===== src/rtl/tapfir_pkg.sv =====
package tapfir_pkg;
  typedef enum logic {
    CH_GOOD = 1'b0,
    CH_BAD  = 1'b1
  } chan_e;
endpackage


===== src/rtl/tapfir_chan.sv =====
module tapfir_chan
  import tapfir_pkg::*;
#(
  parameter int PW = 10
) (
  input  logic          clk,
  input  logic          rst_n,
  input  logic [PW-1:0] pwr_est,
  input  logic [PW-1:0] thr_lo,
  input  logic [PW-1:0] thr_hi,
  output chan_e         state,
  output logic          go_bad,
  output logic          go_good
);
  // Transition events are exposed so the checker can watch them directly.
  always_comb begin
    go_bad  = (state == CH_GOOD) && (pwr_est < thr_lo);
    go_good = (state == CH_BAD)  && (pwr_est > thr_hi);
  end

  always_ff @(posedge clk) begin
    if (!rst_n)       state <= CH_GOOD;
    else if (go_bad)  state <= CH_BAD;
    else if (go_good) state <= CH_GOOD;
  end
endmodule


===== src/rtl/tapfir_taps.sv =====
module tapfir_taps #(
  parameter int TAPS = 4,
  parameter int DW   = 12
) (
  input  logic               clk,
  input  logic               rst_n,
  input  logic               in_valid,
  input  logic [DW-1:0]      in_sample,
  input  logic [TAPS-1:0]    tap_sel,
  output logic [TAPS*DW-1:0] ops_flat,
  output logic [TAPS-1:0]    en_q,
  output logic               st1_valid
);
  logic [DW-1:0] tap_in [TAPS];
  logic [DW-1:0] hist   [TAPS-1];
  logic [DW-1:0] op_q   [TAPS];

  assign tap_in[0] = in_sample;

  for (genvar k = 1; k < TAPS; k++) begin : g_link
    assign tap_in[k] = hist[k-1];
  end

  // Delay line shifts on every accepted sample, independent of enables.
  for (genvar k = 0; k < TAPS-1; k++) begin : g_hist
    always_ff @(posedge clk) begin
      if (!rst_n)        hist[k] <= '0;
      else if (in_valid) hist[k] <= tap_in[k];
    end
  end

  // Operand registers load only for enabled taps; disabled ones stay frozen.
  for (genvar k = 0; k < TAPS; k++) begin : g_op
    always_ff @(posedge clk) begin
      if (!rst_n)                      op_q[k] <= '0;
      else if (in_valid && tap_sel[k]) op_q[k] <= tap_in[k];
    end
    assign ops_flat[k*DW +: DW] = op_q[k];
  end

  always_ff @(posedge clk) begin
    if (!rst_n) begin
      en_q      <= '0;
      st1_valid <= 1'b0;
    end else begin
      st1_valid <= in_valid;
      if (in_valid) en_q <= tap_sel;
    end
  end
endmodule


===== src/rtl/tapfir_sum.sv =====
module tapfir_sum #(
  parameter int TAPS = 4,
  parameter int DW   = 12,
  parameter int CW   = 12,
  parameter int OW   = 12,
  parameter int RS   = 10
) (
  input  logic               clk,
  input  logic               rst_n,
  input  logic               st1_valid,
  input  logic [TAPS*DW-1:0] ops_flat,
  input  logic [TAPS*CW-1:0] coef_flat,
  input  logic [TAPS-1:0]    en_q,
  output logic               sat_hit,
  output logic               out_valid,
  output logic [OW-1:0]      out_sample
);
  localparam int PRW = DW + CW;
  localparam int AW  = PRW + $clog2(TAPS) + 1;
  localparam logic signed [AW:0] HALF = {{(AW-RS+1){1'b0}}, 1'b1, {(RS-1){1'b0}}};
  localparam logic signed [AW:0] OMAX = {{(AW-OW+2){1'b0}}, {(OW-1){1'b1}}};
  localparam logic signed [AW:0] OMIN = {{(AW-OW+2){1'b1}}, {(OW-1){1'b0}}};

  function automatic logic signed [AW:0] round_shift(input logic signed [AW-1:0] v);
    logic signed [AW:0] ext;
    ext = {v[AW-1], v};
    ext = ext + HALF;
    return ext >>> RS;
  endfunction

  function automatic logic [OW-1:0] clip(input logic signed [AW:0] r);
    logic signed [AW:0] c;
    if (r > OMAX)      c = OMAX;
    else if (r < OMIN) c = OMIN;
    else               c = r;
    return c[OW-1:0];
  endfunction

  logic signed [AW-1:0]  acc;
  logic signed [PRW-1:0] prod;
  logic signed [AW:0]    rnd;

  always_comb begin
    acc  = '0;
    prod = '0;
    for (int k = 0; k < TAPS; k++) begin
      prod = $signed(ops_flat[k*DW +: DW]) * $signed(coef_flat[k*CW +: CW]);
      if (en_q[k]) acc = acc + AW'(prod);
    end
    rnd     = round_shift(acc);
    sat_hit = (rnd > OMAX) || (rnd < OMIN);
  end

  always_ff @(posedge clk) begin
    if (!rst_n) begin
      out_valid  <= 1'b0;
      out_sample <= '0;
    end else begin
      out_valid <= st1_valid;
      if (st1_valid) out_sample <= clip(rnd);
    end
  end
endmodule


===== src/rtl/tapfir_top.sv =====
module tapfir_top
  import tapfir_pkg::*;
#(
  parameter int TAPS = 4,
  parameter int DW   = 12,
  parameter int CW   = 12,
  parameter int OW   = 12,
  parameter int RS   = 10,
  parameter int PW   = 10
) (
  input  logic               clk,
  input  logic               rst_n,
  input  logic               in_valid,
  input  logic [DW-1:0]      in_sample,
  input  logic [TAPS*CW-1:0] coef_flat,
  input  logic [TAPS-1:0]    cfg_good,
  input  logic [TAPS-1:0]    cfg_bad,
  input  logic [PW-1:0]      pwr_est,
  input  logic [PW-1:0]      thr_lo,
  input  logic [PW-1:0]      thr_hi,
  output logic               out_valid,
  output logic [OW-1:0]      out_sample,
  output logic               chan_bad,
  output logic [TAPS-1:0]    cfg_active
);
  chan_e               chan_state;
  logic                go_bad;
  logic                go_good;
  logic [TAPS-1:0]     tap_sel;
  logic [TAPS*DW-1:0]  ops_flat;
  logic                st1_valid;
  logic                sat_hit;

  tapfir_chan #(.PW(PW)) u_chan (
    .clk     (clk),
    .rst_n   (rst_n),
    .pwr_est (pwr_est),
    .thr_lo  (thr_lo),
    .thr_hi  (thr_hi),
    .state   (chan_state),
    .go_bad  (go_bad),
    .go_good (go_good)
  );

  assign chan_bad = (chan_state == CH_BAD);
  assign tap_sel  = chan_bad ? cfg_bad : cfg_good;

  tapfir_taps #(.TAPS(TAPS), .DW(DW)) u_taps (
    .clk       (clk),
    .rst_n     (rst_n),
    .in_valid  (in_valid),
    .in_sample (in_sample),
    .tap_sel   (tap_sel),
    .ops_flat  (ops_flat),
    .en_q      (cfg_active),
    .st1_valid (st1_valid)
  );

  tapfir_sum #(.TAPS(TAPS), .DW(DW), .CW(CW), .OW(OW), .RS(RS)) u_sum (
    .clk        (clk),
    .rst_n      (rst_n),
    .st1_valid  (st1_valid),
    .ops_flat   (ops_flat),
    .coef_flat  (coef_flat),
    .en_q       (cfg_active),
    .sat_hit    (sat_hit),
    .out_valid  (out_valid),
    .out_sample (out_sample)
  );
endmodule


===== config.mk =====
export PLATFORM = sky130hd
export DESIGN_NAME = tapfir_top
export DESIGN_NICKNAME = d
export VERILOG_FILES = /design/src/rtl/tapfir_pkg.sv /design/src/rtl/tapfir_chan.sv /design/src/rtl/tapfir_taps.sv /design/src/rtl/tapfir_sum.sv /design/src/rtl/tapfir_top.sv
export SDC_FILE = /design/constraint.sdc
export NUM_CORES = 2
export LEC_CHECK = 0
export ABC_AREA = 1
export BUFFER_PORTS_ARGS = -buffer_cell sky130_fd_sc_hd__buf_2
export CAP_MARGIN = 0
export CORE_MARGIN = 8
export CORE_UTILIZATION = 50
export DETAILED_ROUTE_END_ITERATION = 7
export PLACE_DENSITY = 0.64
export SETUP_SLACK_MARGIN = 0.15
export SLEW_MARGIN = 20
export SYNTH_ARGS = -nofsm -noshare
export SYNTH_HDL_FRONTEND = slang
export SYNTH_SLANG_ARGS = --single-unit

===== constraint.sdc =====
create_clock -name clk -period 38.1 [get_ports clk]
set_clock_uncertainty 0.05 [all_clocks]
set_input_delay 1.905 -clock clk [delete_from_list [all_inputs] [get_ports clk]]
set_output_delay 1.905 -clock clk [all_outputs]
set_load 0.02 [all_outputs]

==> results.py <==
metrics = {
    "global_routing": {
        "antenna_violations_before_repair": 0,
        "grt.total_usage": 0.238,
        "grt_first_pass_wirelength_um": 142000,
        "grt_pass1_vias": 26800,
        "grt_start_max_net_pins": 41,
        "globalRouteOverflowTotal": 0,
    },
    "cells_and_area": {
        "nNetsFinal": 5257,
        "antenna_cells": 0,
        "design_area_um2": 34500,
        "drive_gt1_frac": 0.0659,
        "finalCoreUtilization": 0.526,
        "syn_to_final_growth_pct": 4.76,
    },
    "setup_path": {
        "startpoint_type": "input port",
        "critPathBufInv": 15,
        "timing.reg2reg.setup_slack_ps": 20320,
        "critPathSlowestCell": "sky130_fd_sc_hd__fa_1",
        "worst_ep_required_time_ps": 38300,
        "cpPeakStageDelay_ps": 600,
        "capturing_element_type_of_the_critical_path": "register",
        "most_common_cell_on_crit_path": "sky130_fd_sc_hd__fa_1",
        "critPathArrivalTime_ps": 19130,
        "critical_path_peak_fanout": 13,
        "worst_path_dominant_cell_family": "adder cells",
        "critical_path_class": "input port to register",
    },
    "synth": {
        "number_of_enable_flip_flop_cells_after_synthesis": 84,
        "post_synth_num_cell_types": 51,
        "ys_top_cells_by_count": "sky130_fd_sc_hd__inv_1 (1131), sky130_fd_sc_hd__nand2_1 (1041), sky130_fd_sc_hd__fa_1 (659)",
        "post_synth_inst_count": 4196,
        "ys_async_sr_fraction": 0,
        "ys_seq_area_frac": 0.0882,
        "synth.most_common_cell": "sky130_fd_sc_hd__inv_1",
        "synthesis.nets": 5239,
        "yosys_warnings": 0,
        "post_synth.cell_area_avg_um2": 7.84,
        "synth_area_um2": 32900,
        "main_area_contributors_after_synthesis": "sky130_fd_sc_hd__fa_1 (40%), sky130_fd_sc_hd__inv_1 (13%), sky130_fd_sc_hd__nand2_1 (12%)",
        "synth_top_cell_by_area": "sky130_fd_sc_hd__fa_1",
        "synth_seq_cells": 103,
        "primary_ff_master_synth": "sky130_fd_sc_hd__edfxtp_1",
        "synth_top_cell_area_share": 0.401,
    },
    "min_path": {
        "timing.hold.worst.class": "register to register",
    },
    "placement": {
        "dpl_worst_slack_ps": 18920,
        "detailed_place_hpwl_um": 74100,
        "number_of_port_buffers": 118,
        "gpl.final_weighted_congestion": 0.965,
        "dpl_cell_area_um2": 34200,
    },
    "timing": {
        "hold_viol_final": 0,
        "fin_tns_setup_ps": 0,
        "max_slew.worst_pin.slew_ps": 966,
        "max_freq_ghz": 0.0528,
        "finalSetupViolations": 0,
        "worst_slew_margin_rel": 0.349,
        "rsz0062_at_grt": "no",
        "maxSlewViolCount": 0,
        "final_period_minus_worst_setup_slack_ps": 18920,
        "final.setup.worst_slack_ps": 19180,
        "finalCritPeriodShare": 0.497,
    },
    "floorplanning": {
        "initial_core_util": 0.502,
        "die_area_um2": 74300,
        "number_of_rows_in_the_core_area": 94,
        "core_footprint_um2": 65500,
        "die_height_um": 273,
        "die_x_um": 273,
        "ios": 119,
    },
    "cts": {
        "cts.htree.levels": 3,
        "cts.repair.resized": 0,
        "ctsRootBufferMaster": "sky130_fd_sc_hd__clkbuf_16",
        "ctsLongestPathBuffers": 2,
        "ctsHoldBuffers": 0,
        "clk_pin_slew_ps": 70,
        "tritoncts": "done",
        "clock_sinks": 103,
        "postCtsSetupRepairBufs": 0,
        "clock_insertion_delay_worst_skew_ps": 360,
        "cts-buffers-inserted": 9,
    },
    "route": {
        "drc": 0,
        "drtAntennaViolNets": 0,
        "detail_route.vias_per_cell": 5.07,
        "iter_0_drt_violations": 1981,
        "via_count": 25800,
        "first_pass_iters": 6,
        "wl_um": 85200,
        "wl_per_cell_um": 16.8,
    },
    "run_status": {
        "outcome": "completed",
    },
    "run": {
        "maxCapViolCount": 0,
    },
}
flip-flops by register name (all words and copies together), names as in the netlist:
| register | flops |
|---|---|
| u_sum.out_valid | 1 |
| u_taps.en_q | 4 |
| u_taps.op_q | 48 |
| u_chan.state | 1 |
| u_sum.out_sample | 12 |
| u_taps.st1_valid | 1 |
| u_taps.hist | 36 |
metal layers:
layer / GRT usage / wire (um) / vias up
li1: - / - / 12300
met1: 0.343 / 38700 / 12600
met2: 0.370 / 37600 / 796
met3: 0.0360 / 6080 / 115
met4: 0.0705 / 2830 / 0
met5: 0 / 0 / -
path summary, 6_finish.rpt:
| kind | startpoint | cells after the start | endpoint |
|---|---|---|---|
| min | u_sum.out_sample[0] | 2 | u_sum.out_sample[0] |
| max | coef_flat[0] | 77 | u_sum.out_sample[4] |
| min reg2reg | u_sum.out_sample[0] | 2 | u_sum.out_sample[0] |
| max reg2reg | u_taps.op_q[0][11] | 74 | u_sum.out_sample[4] |
worst min-delay path, stage by stage, from the launching register on:
cell and delay [ps]:
sky130_fd_sc_hd__dfxtp_1 330, sky130_fd_sc_hd__nand2_1 60, sky130_fd_sc_hd__a21oi_1 50
final cells by class:
class,instances,area (um^2)
clock inverter,4,30.0
fill,6367,31000
inverter,1151,4320
tap,864,1080
sequential,103,2900
clock buffer,12,248
timing repair buffer,132,696
multi-input combinational,2817,25200
cell families (layout without fill, tap and decap cells):
logic type | Yosys count | count (layout) | synth area share
simple gates | 1626 | 1626 | 0.211
buf+inv | 1276 | 1299 | 0.146
fa+ha+maj | 942 | 942 | 0.509
compound gates | 206 | 206 | 0.0343
flops | 103 | 103 | 0.0882
xor+xnor | 43 | 43 | 0.0114
placed cells by master (no fill, tap or decap), types with 3 or more instances in the layout:
| master | count |
|---|---|
| sky130_fd_sc_hd__buf_4 | 14 |
| sky130_fd_sc_hd__fa_1 | 659 |
| sky130_fd_sc_hd__dfxtp_1 | 19 |
| sky130_fd_sc_hd__nor3_1 | 15 |
| sky130_fd_sc_hd__a21oi_1 | 95 |
| sky130_fd_sc_hd__a21oi_2 | 5 |
| sky130_fd_sc_hd__o21a_1 | 5 |
| sky130_fd_sc_hd__xor2_1 | 24 |
| sky130_fd_sc_hd__a21o_1 | 3 |
| sky130_fd_sc_hd__nor2_2 | 14 |
| sky130_fd_sc_hd__o21ai_1 | 6 |
| sky130_fd_sc_hd__o21bai_1 | 4 |
| sky130_fd_sc_hd__clkbuf_16 | 9 |
| sky130_fd_sc_hd__nand2_4 | 3 |
| sky130_fd_sc_hd__nor2_1 | 212 |
| sky130_fd_sc_hd__inv_2 | 16 |
| sky130_fd_sc_hd__nand2_1 | 1040 |
| sky130_fd_sc_hd__and2_1 | 10 |
| sky130_fd_sc_hd__nand2_2 | 28 |
| sky130_fd_sc_hd__or2_1 | 7 |
| sky130_fd_sc_hd__o21ai_0 | 79 |
| sky130_fd_sc_hd__inv_1 | 1132 |
| sky130_fd_sc_hd__nand3_1 | 175 |
| sky130_fd_sc_hd__edfxtp_1 | 84 |
| sky130_fd_sc_hd__buf_2 | 118 |
| sky130_fd_sc_hd__or2_2 | 39 |
| sky130_fd_sc_hd__ha_1 | 283 |
| sky130_fd_sc_hd__nor2_4 | 4 |
| sky130_fd_sc_hd__xnor2_1 | 19 |
| sky130_fd_sc_hd__nand3b_1 | 18 |
| sky130_fd_sc_hd__nand4_1 | 43 |
| sky130_fd_sc_hd__nand3_2 | 9 |
per-stage QoR:
step	hold WS (ps)	cells
finish	437	5083
global route	465	5083
CTS	444	5083
detailed placement	432	5067
global placement	443	5067
floorplan	469	4196
Power is not shown: default switching activity piles up to over one toggle a cycle in this logic, so the estimate is an artifact.
